**src/rtl/rtc_alarm_ctrl.sv**
```systemverilog
module rtc_alarm_ctrl (
  input  logic       clk,
  input  logic       rst_n,
  input  logic       alm_en,
  input  logic [7:0] actl,
  input  logic [4:0] unit_stb,
  input  logic [7:0] cnt_hs,
  input  logic [7:0] cnt_sec,
  input  logic [7:0] cnt_min,
  input  logic [7:0] cnt_hr,
  input  logic [7:0] cnt_date,
  input  logic [7:0] cnt_wkmon,
  input  logic [7:0] alm_hs,
  input  logic [7:0] alm_sec,
  input  logic [7:0] alm_min,
  input  logic [7:0] alm_hr,
  input  logic [7:0] alm_date,
  input  logic [7:0] alm_wkmon,
  input  logic [7:0] alm_tmr,
  input  logic       tmr_we,
  input  logic [7:0] tmr_wdata,
  input  logic       flag_wr,
  input  logic [1:0] flag_wdata,
  output logic       alm_set,
  output logic       tmr_set,
  output logic       alm_flag,
  output logic       tmr_flag,
  output logic [7:0] timer,
  output logic       int_n
);
  logic [7:0] tmr_q;
  logic       af_q, tf_q;
  logic       tsel, mode_ok;

  always_comb begin
    case (actl[2:0])
      3'd1:    tsel = unit_stb[0];
      3'd2:    tsel = unit_stb[1];
      3'd3:    tsel = unit_stb[2];
      3'd4:    tsel = unit_stb[3];
      3'd5:    tsel = unit_stb[4];
      default: tsel = 1'b0;
    endcase
  end

  wire       tmr_adv  = !tmr_we && (alm_en ? tsel : unit_stb[4]);
  wire       tmr_wrap = (tmr_q == 8'h99);
  wire [7:0] tmr_inc  = tmr_wrap ? 8'h00 :
                        (tmr_q[3:0] == 4'd9) ? {tmr_q[7:4] + 4'd1, 4'd0} :
                        {tmr_q[7:4], tmr_q[3:0] + 4'd1};

  wire       time_eq = (cnt_hs == alm_hs) && (cnt_sec == alm_sec) &&
                       (cnt_min == alm_min) && (cnt_hr == alm_hr);
  wire [2:0] wday    = cnt_wkmon[7:5];
  wire       wday_ok = (wday != 3'd7) && alm_wkmon[wday];
  wire       date_eq = (cnt_date[5:0] == alm_date[5:0]) &&
                       (cnt_wkmon[4:0] == alm_wkmon[4:0]);

  always_comb begin
    case (actl[5:4])
      2'b01:   mode_ok = 1'b1;
      2'b10:   mode_ok = wday_ok;
      2'b11:   mode_ok = date_eq;
      default: mode_ok = 1'b0;
    endcase
  end

  assign alm_set = alm_en && ((unit_stb[0] && time_eq && mode_ok) ||
                              (tmr_adv && actl[6] && (tmr_inc == alm_tmr)));
  assign tmr_set = alm_en && tmr_adv && tmr_wrap;

  always_ff @(posedge clk or negedge rst_n) begin
    if (!rst_n) begin
      tmr_q <= 8'h00;
      af_q  <= 1'b0;
      tf_q  <= 1'b0;
    end else begin
      if (tmr_we)       tmr_q <= tmr_wdata;
      else if (tmr_adv) tmr_q <= tmr_inc;
      af_q <= alm_en && (alm_set || (flag_wr ? flag_wdata[1] : af_q));
      tf_q <= alm_en && (tmr_set || (flag_wr ? flag_wdata[0] : tf_q));
    end
  end

  wire sec_sq = (cnt_hs >= 8'h50);
  wire min_sq = (cnt_sec >= 8'h30);

  assign timer    = tmr_q;
  assign alm_flag = alm_en ? af_q : min_sq;
  assign tmr_flag = alm_en ? tf_q : sec_sq;
  assign int_n    = alm_en ? !((af_q && actl[7]) || (tf_q && actl[3])) : !sec_sq;
endmodule

```
**config.mk**
```make
export PLATFORM = sky130hd
export DESIGN_NAME = rtc_alarm_ctrl
export DESIGN_NICKNAME = d
export VERILOG_FILES = /design/src/rtl/rtc_alarm_ctrl.sv
export SDC_FILE = /design/constraint.sdc
export NUM_CORES = 1
export LEC_CHECK = 0
export ABC_CLOCK_PERIOD_IN_PS = 2950
export BUFFER_PORTS_ARGS = -buffer_cell sky130_fd_sc_hd__buf_2
export CAP_MARGIN = 20
export CORE_UTILIZATION = 36
export CTS_CLUSTER_SIZE = 40
export DETAILED_ROUTE_END_ITERATION = 7
export PLACE_DENSITY = 0.77
export SLEW_MARGIN = 5
export SYNTH_ARGS = -nofsm -noshare
export SYNTH_HDL_FRONTEND = slang
export SYNTH_SLANG_ARGS = --single-unit
export TNS_END_PERCENT = 10
```
**constraint.sdc**
```tcl
create_clock -name clk -period 2.95 [get_ports clk]
set_input_delay 0.1475 -clock clk [delete_from_list [all_inputs] [get_ports clk]]
set_output_delay 0.1475 -clock clk [all_outputs]
set_load 0.1 [all_outputs]
```
Word-level counts from Yosys, hierarchy flattened
Index checks and enable logic that the tools add are counted.

operators by class
  reduce and logical (&&, ||, !) cells = 25
  equal/unequal tests = 18
  bitwise gates (word level) = 0
  divide/modulo/power cells = 0
  magnitude comparators = 3
  shift operators = 0
  $add $sub $neg = 2
  muxes and demuxes = 14
  multiply operators = 0

operators by type and width
  operator             count
  $eq 8x8->1           5
  $mux 8               4
  $logic_and 1x1->1    17
  $add 4x1->4 const B  2
  $eq 8x8->1 const B   1
  $ge 8x6->1 const B   1
  $ge 8x7->1 const B   1
  $mux 1               7
  $eq 3x2->1 const B   2
  $eq 3x3->1 const B   2
  $eq 6x6->1           1
  $eq 5x5->1           1
  $pmux 1 s5           1
  $eq 2x2->1 const B   2
  $eq 4x4->1 const B   1
  $logic_or 1x1->1     4
  $lt 3x4->1 const B   1
  $bmux 1 s3           1
  $eq 3x1->1 const B   1
  $logic_not 1->1      3
  $ne 3x3->1 const B   1
  $pmux 1 s3           1
  $eq 2x1->1 const B   1
  $reduce_bool 2->1    1

word-level totals
  logic and storage cells = 65
  memories kept = 0
  bits in registers = 10
  input bits = 132
  ROM bits = 0
  output and inout port bits = 13
  RAM bits = 0
  latch bits = 0

Logic depth before layout (Yosys ltp)
Gate-level depths: netlist of the first run.

  depth in word-level cells = 10
  gate-level depth with buffers = 9
  gate-level depth less buffers = 8

Worst setup path after synthesis of the first run
Ideal clock, no wire load.

  path kind = register to output
  from = register tmr_q[5], in the netlist timer[5]
  to = output port alm_set
  arrival time = 3,304 ps
  path buffers = 0
  cell stages (with the launch flop) = 9
  slack = -501 ps
  required time = 2,803 ps
  path through = dfrtp_1 -> inv_1 -> ha_1 -> or2_2 -> o32a_1 -> xor2_1 -> o2111ai_1 -> nor4_2 -> o21a_1

on the way
  longest elaborated chain between the ends = 7
  elaborated cells on any way between the ends = 8
  those cells by class = add/sub (1); eq/ne (2); mux (2); reduce/logical (3)

RTL lines
  item                    RTL line  text
  from (decl)             31        logic [7:0] tmr_q;
  from (signal assigned)  78        if (tmr_we) tmr_q <= tmr_wdata;
  from (signal assigned)  79        else if (tmr_adv) tmr_q <= tmr_inc;
  $add 4x1->4             49        (tmr_q[3:0] == 4'd9) ? {tmr_q[7:4] + 4'd1, 4'd0} :
  $mux 8                  49
  $mux 8 *                48        wire [7:0] tmr_inc = tmr_wrap ? 8'h00 :
  $eq 8x8->1 *            69        (tmr_adv && actl[6] && (tmr_inc == alm_tmr)));
  $logic_and 1x1->1 *     69
  $logic_or 1x1->1 *      68        assign alm_set = alm_en && ((unit_stb[0] && time_eq && mode_ok) ||
  $logic_and 1x1->1 *     68
  to (decl)               24        output logic alm_set,

Mark *: on every way between the ends. The rest lies on a longest branch, timed or not.

Final worst setup path of the first run
  from = register tmr_q[4], in the netlist timer[4]
  to = output port alm_set

The elaborated chain is that of the path after synthesis.

==> results of run 1 <==
-- worst max path at each step --
stage	cells past startpoint	to	slack (ns)	startpoint
3_3_place_gp	8	alm_set	0.46	timer[4]
3_5_place_dp	8	alm_set	0.43	timer[4]
2_1_floorplan	8	alm_set	-0.23	timer[5]
4_1_cts	8	alm_set	0.18	timer[4]
5_1_grt	8	alm_set	0.04	timer[4]
6_report	8	alm_set	0.20	timer[4]
-- cell families (layout without fill, tap and decap cells) --
| family | count (synthesis) | after routing |
|---|---|---|
| and+or+nand+nor | 66 | 66 |
| adders and majority gates | 4 | 4 |
| xor gates and xnor gates | 49 | 49 |
| buffers and inverters | 14 | 150 |
| AOI/OAI and AO/OA | 41 | 41 |
| muxes | 10 | 10 |
| DFF | 10 | 10 |
-- cells in the final DEF, fill, tap and decap left out, types with 5 or more instances in the layout --
cell type  synthesis  final
o21ai_0           12     12
xor2_1            20     20
nand2_1           11     11
dfrtp_1           10     10
nand4_1            9      9
a21oi_1            6      6
inv_1              6      6
nor4_1             5      5
nor2_1            12     11
mux2i_1            8      8
buf_2              2    138
xnor2_1           28     28
-- stage by stage --
stage	hold WS (ns)	power, mW	setup TNS (ns)
2_1_floorplan	-0.148	0.509	-0.232
3_3_place_gp	0.0236	0.651	0
3_5_place_dp	0.0296	0.658	0
4_1_cts	0.116	0.806	0
5_1_grt	0.136	0.861	0
6_report	0.113	0.805	0
-- registers in the layout, summed over array words and instances, names as in the netlist --
name and cells:
af_q 1, timer 8, tf_q 1
-- final cells by class --
cell class | instances | area [sq um]
Clock buffer | 3 | 41.3
Fill cell | 404 | 1770
Inverter | 7 | 26.3
Multi-Input combinational cell | 170 | 1280
Sequential cell | 10 | 250
Tap cell | 50 | 62.6
Timing Repair Buffer | 140 | 721
-- metal layers --
layer,vias to the layer above,GRT usage
met5,-,0
met4,0,0.0625
met3,8,0.0493
met2,67,0.396
met1,836,0.229
li1,981,-
-- power groups by stage --
stage	clock, mW	combinational, mW	sequential [mW]
after floorplan	0	0.235	0.274
after global placement	0	0.466	0.185
after detailed placement	0	0.472	0.187
after CTS	0.147	0.475	0.184
after global routing	0.158	0.514	0.190
final	0.149	0.472	0.185
-- tightest hold or removal path, delay by kind of cell --
family | cells | cell delay [ns]
and+or+nand+nor | 1 | 0.04
AOI/OAI and AO/OA | 1 | 0.05
buffers and inverters | 1 | 0.07
-- what timing repair did --
| item | 4_1_cts | 5_1_grt |
|---|---|---|
| endpoints found under the setup margin | 0 | 0 |
| hold endpoints to repair | 10 | 0 |
| hold buffers | 1 | 0 |
==> flow_summary.toml, run 1 <==
[run_status]
status = "finished, final reports clean"

[clock_tree]
numClockSinks = 10
tritoncts = "built"
cts_root_buffer = "clkbuf_8"
cts_setup_buffers = 0
cts_inserted_buffers = 3
clock_path_buffers = 2
cts_resized = 0
clk-insertion-delay-late_ns = 0.24
path_clk_slew_ns = 0.06
htree_levels = 1

[logic_synthesis]
yosysWarnings = 0
synth_mux_area_frac = 0.0642
synthTopCellsByArea = "dfrtp_1 16%, xnor2_1 15%, xor2_1 11%, mux2i_1 5.0%, o21ai_0 3.8%"
yosysMostFrequentCell = "xnor2_1"
yosys.area.top_type = "dfrtp_1"
post_synth_num_cell_types = 51
synth_seq_area_share = 0.157
synth-compound-area-share = 0.181
yosys.area_share.simple = 0.247
synth_common_cells = "28 x xnor2_1, 20 x xor2_1, 12 x nor2_1, 12 x o21ai_0, 11 x nand2_1"
syn_avg_cell_area_sq_um = 8.24
ys_ff_latch = 10
synth_area_sq_um = 1600
synth_top_family_by_area = "XOR/XNOR gates"
netlist_instances = 194
yosys.area.top_type_share = 0.157
postSynthNetCount = 330
ys_async_sr_fraction = 1.00
synth_xor_area_frac = 0.273
synth_fa_ha_area_frac = 0.0313
synth-edff-count = 0
ys.flop_type = "dfrtp_1"

[final_layout]
diodes = 0
stdcell_area_sq_um = 2380
area_growth_pct = 48.9
fin_util = 0.574
nNetsFinal = 468
drive_above_1_share = 0.470
final_cell_count_no_fill = 380

[worst_setup_path]
cp_top_family = "compound AO/OA/AOI/OAI gates"
crit_buf_inv = 1
cpPeakStageDelay_ns = 0.46
reg2reg_slack_ns = 0.71
cpMaxStageDelayCell = "dfrtp_1"
r2r_cells = 7
cp-end-kind = "output port"
crit_chain = "ha_1, or2_2, o32a_1, xor2_1, o2111ai_1, nor4_2, o21a_2, buf_12"
timing.rr.start = "timer[0]"
worstSetupPathType = "reg -> out"
start_kind = "flip-flop"
arrival_ns = 2.60
critPathMaxFanout = 8
timing.rr.end = "af_q"
cp.required_ns = 2.80

[die]
ios = 145
fp.dieArea_sq_um = 4710
die_w_microns = 68.6
fp.dieH_microns = 68.6
rows = 23
start_util = 0.386
core_sq_um = 4140

[timing]
hold_violations = 0
drv_slew = 0
worstMarginPinSlew_ns = 0.619
setup_ws_ns = 0.199
finalCritPeriodShare = 0.932
rsz0062_at_grt = "no"
slew_headroom = 0.587
fmax_mhz = 364
setup_violations = 0
skew_ns = 0.00761
period_needed_ns = 2.75

[power_and_ir_drop]
p_per_area_nw_per_um2 = 339
ir_drop_mv = 0.176
p_leak_nw = 1.17
pwr-share-seq = 0.230
clkPwrFrac = 0.184
switching_share = 0.469
p_switching_mw = 0.378
combinationalPowerShare = 0.586
power.internal_mw = 0.428

[placed_design]
portBuffers = 139
hpwlAfterDp_microns = 4290
postPlaceCellArea_sq_um = 2330
pre_cts_slack_ns = 0.427
dpl.cell_count = 376
gp_congestion = 0.836

[global_route]
first_global_vias = 1748
antenna_found_initial = 0
grt_overflow = 0
grt_max_degree = 14
grt_pass1_wl_microns = 7410
track_usage = 0.210

[routing]
antenna_left = 0
drtIter0Drc = 39
drc_errors = 0
route.met2.wl_microns = 2430
drtPass1Iterations = 4
num_vias = 1892
top_layer = "met4"
drt_wl_total_microns = 4960
dr_wl_met3_microns = 394
wl_met1_microns = 2070
viasPerCell = 4.98
wl_per_cell_microns = 13.1

[flow_run]
drv_cap = 0

[hold_path]
min_to = "timer[1]"
hold_start = "tmr_wdata[1]"
hold_path.class = "in -> reg"
whs_path_depth = 3
Note: power is estimated with default switching activity, not from simulation.
==> run 2: changes to the inputs <==
--- a/config.mk
+++ b/config.mk
@@ -5,13 +5,15 @@
 export SDC_FILE = /design/constraint.sdc
 export NUM_CORES = 1
 export LEC_CHECK = 0
+export ABC_AREA = 1
 export ABC_CLOCK_PERIOD_IN_PS = 2950
 export BUFFER_PORTS_ARGS = -buffer_cell sky130_fd_sc_hd__buf_2
 export CAP_MARGIN = 20
 export CORE_UTILIZATION = 36
 export CTS_CLUSTER_SIZE = 40
 export DETAILED_ROUTE_END_ITERATION = 7
-export PLACE_DENSITY = 0.77
+export PLACE_DENSITY = 0.75
+export RECOVER_POWER = 100
 export SLEW_MARGIN = 5
 export SYNTH_ARGS = -nofsm -noshare
 export SYNTH_HDL_FRONTEND = slang
==> flow_summary.toml, run 2 <==
[final_layout]
fill_cells = 463
drive_above_1_share = 0.295
diodes = 0
largest_register_ffs = 8
nNetsFinal = 602
layout_common_cells = "125 x buf_2, 108 x nand2_1, 64 x inv_1"
stdcell_area_sq_um = 2550
area_growth_pct = 46.8
mostFrequentLayoutCell = "buf_2"

[worst_setup_path]
cp.required_ns = 2.80
crit_path_end = "alm_set"
cpMaxStageDelayCell = "dfrtp_1"
worstSetupPathType = "reg -> out"
crit_chain = "ha_1, nand3_1, nand2_1, nand2_1, nand3_1, nand2_1, nand2_1, nor2_1, nand3_1, nand2_1, nand2_1, inv_1, clkbuf_2"
start_kind = "flip-flop"
timing.rr.start = "timer[0]"
worstSetupStartpoint = "timer[0]"
timing.rr.end = "af_q"
cp-end-kind = "output port"
cpPeakStageDelay_ns = 0.46
arrival_ns = 2.56
critPathMaxFanout = 9
r2r_cells = 12
cp_common_cell = "nand2_1"
reg2reg_slack_ns = 1.02

[placed_design]
pre_cts_slack_ns = 0.610
postPlaceCellArea_sq_um = 2510
hpwlAfterDp_microns = 4740
gp_congestion = 0.860
portBuffers = 139

[logic_synthesis]
yosys.area_share.simple = 0.451
ys.flop_type = "dfrtp_1"
synth-compound-area-share = 0.132
synth_common_cells = "108 x nand2_1, 64 x inv_1, 35 x nor2_1"
synth_seq_area_share = 0.144
netlist_instances = 322
yosys.area.top_type_share = 0.233
synth-edff-count = 0
ys_async_sr_fraction = 1.00
yosys.area.top_type = "nand2_1"
syn_avg_cell_area_sq_um = 5.40
synth_mux_area_frac = 0.00576
postSynthNetCount = 458
synth_fa_ha_area_frac = 0.0288
synth_top_family_by_area = "simple AND/OR/NAND/NOR gates"
yosysWarnings = 0
synth_area_sq_um = 1740
ys_ff_latch = 10
synthTopCellsByArea = "nand2_1 23%, dfrtp_1 14%, inv_1 14%, nor2_1 7.6%, nand3_1 7.5%"
yosysMostFrequentCell = "nand2_1"
synth_xor_area_frac = 0.0958
post_synth_num_cell_types = 26

[clock_tree]
tritoncts = "built"
numClockSinks = 10
clk-insertion-delay-late_ns = 0.24
htree_levels = 1
cts_root_buffer = "clkbuf_8"
clock_path_buffers = 2
cts_setup_buffers = 0
cts_inserted_buffers = 3
path_clk_slew_ns = 0.05

[power_and_ir_drop]
ir_drop_mv = 0.179
p_per_area_nw_per_um2 = 329
p_leak_nw = 1.60
power.total_mw = 0.839

[global_route]
grt_max_degree = 11
first_global_vias = 2154
grt_overflow = 0
antenna_found_initial = 0
grt_pass1_wl_microns = 8710
track_usage = 0.208

[routing]
viasPerCell = 4.66
wl_per_cell_microns = 10.5
drt_wl_total_microns = 5430
antenna_left = 0
drtIter0Drc = 117
drtPass1Iterations = 4
num_vias = 2410
drc_errors = 0

[timing]
setup_violations = 0
fin_setup_tns_ns = 0
setup_ws_ns = 0.246
drv_slew = 0
worstMarginPinSlew_ns = 1.17
period_needed_ns = 2.70
slew_headroom = 0.225
hold_violations = 0
fmax_mhz = 370
rsz0062_at_grt = "no"
skew_ns = 0.00190
finalCritPeriodShare = 0.917

[run_status]
status = "finished, final reports clean"

[die]
rows = 24
fp.dieH_microns = 71.5
die_w_microns = 71.5
fp.dieArea_sq_um = 5110
core_sq_um = 4500
ios = 145
start_util = 0.386

[hold_path]
hold_path.class = "in -> reg"

[flow_run]
drv_cap = 0
run 2: changes by cell type in the layout (fill, tap and decap cells not counted), moves of 16 or more:
cell and delta:
inv_1 +58, nand3_1 +23, nor2_1 +24, xnor2_1 -16, nand2_1 +97
run 2: power by group:
part	total, mW	internal [mW]	switching (mW)
Sequential	0.180	0.154	0.0259
Combinational	0.482	0.159	0.323
Clock	0.177	0.118	0.0595
run 2: metrics by stage:
step,utilization,cells,hold slack [ns]
final,0.566,517,0.121
after global routing,0.566,517,0.139
after CTS,0.571,517,0.122
after detailed placement,0.556,512,0.0275
after global placement,0.556,512,0.0253
after floorplan,-,322,-0.148
run 2: cell type report:
class	instances	area (sq um)	area share
multi-input combinational	246	1250	0.488
timing repair buffer	140	691	0.271
sequential	10	250	0.0981
inverter	65	244	0.0956
tap	52	65.1	0.0255
clock buffer	4	55.1	0.0216
run 2: worst min path at each step:
stage                      start       end  slack [ns]  depth (start not counted)
floorplan                  rst_n      af_q       -0.15                          0
global placement           rst_n  timer[4]        0.03                          1
detailed placement         rst_n  timer[3]        0.03                          1
CTS                 tmr_wdata[4]  timer[4]        0.12                          3
global route        tmr_wdata[1]  timer[1]        0.14                          3
finish              tmr_wdata[4]  timer[4]        0.12                          3
run 2: layer usage:
layer	track usage	routed length, microns
met2	0.384	2620
met1	0.255	2400
met3	0.0295	328
met5	0	0
met4	0.0501	90
run 2: worst max-delay path, delay by kind of cell (launching register included):
kind,cells,cell delay (ns)
buf+inv,2,0.50
flops,1,0.46
fa+ha+maj,1,0.28
simple gates,10,1.07
run 2: timing repair:
action                    4_1_cts  5_1_grt
gates resized for setup         0        0
hold endpoints to repair       10        0
hold buffers                    1        0
run 2: logic make-up after synthesis:
group                      count (synthesis)
AOI/OAI and AO/OA                         37
adders and majority gates                  4
DFF                                       10
buffers and inverters                     66
and+or+nand+nor                          185
xor gates and xnor gates                  19
muxes                                      1
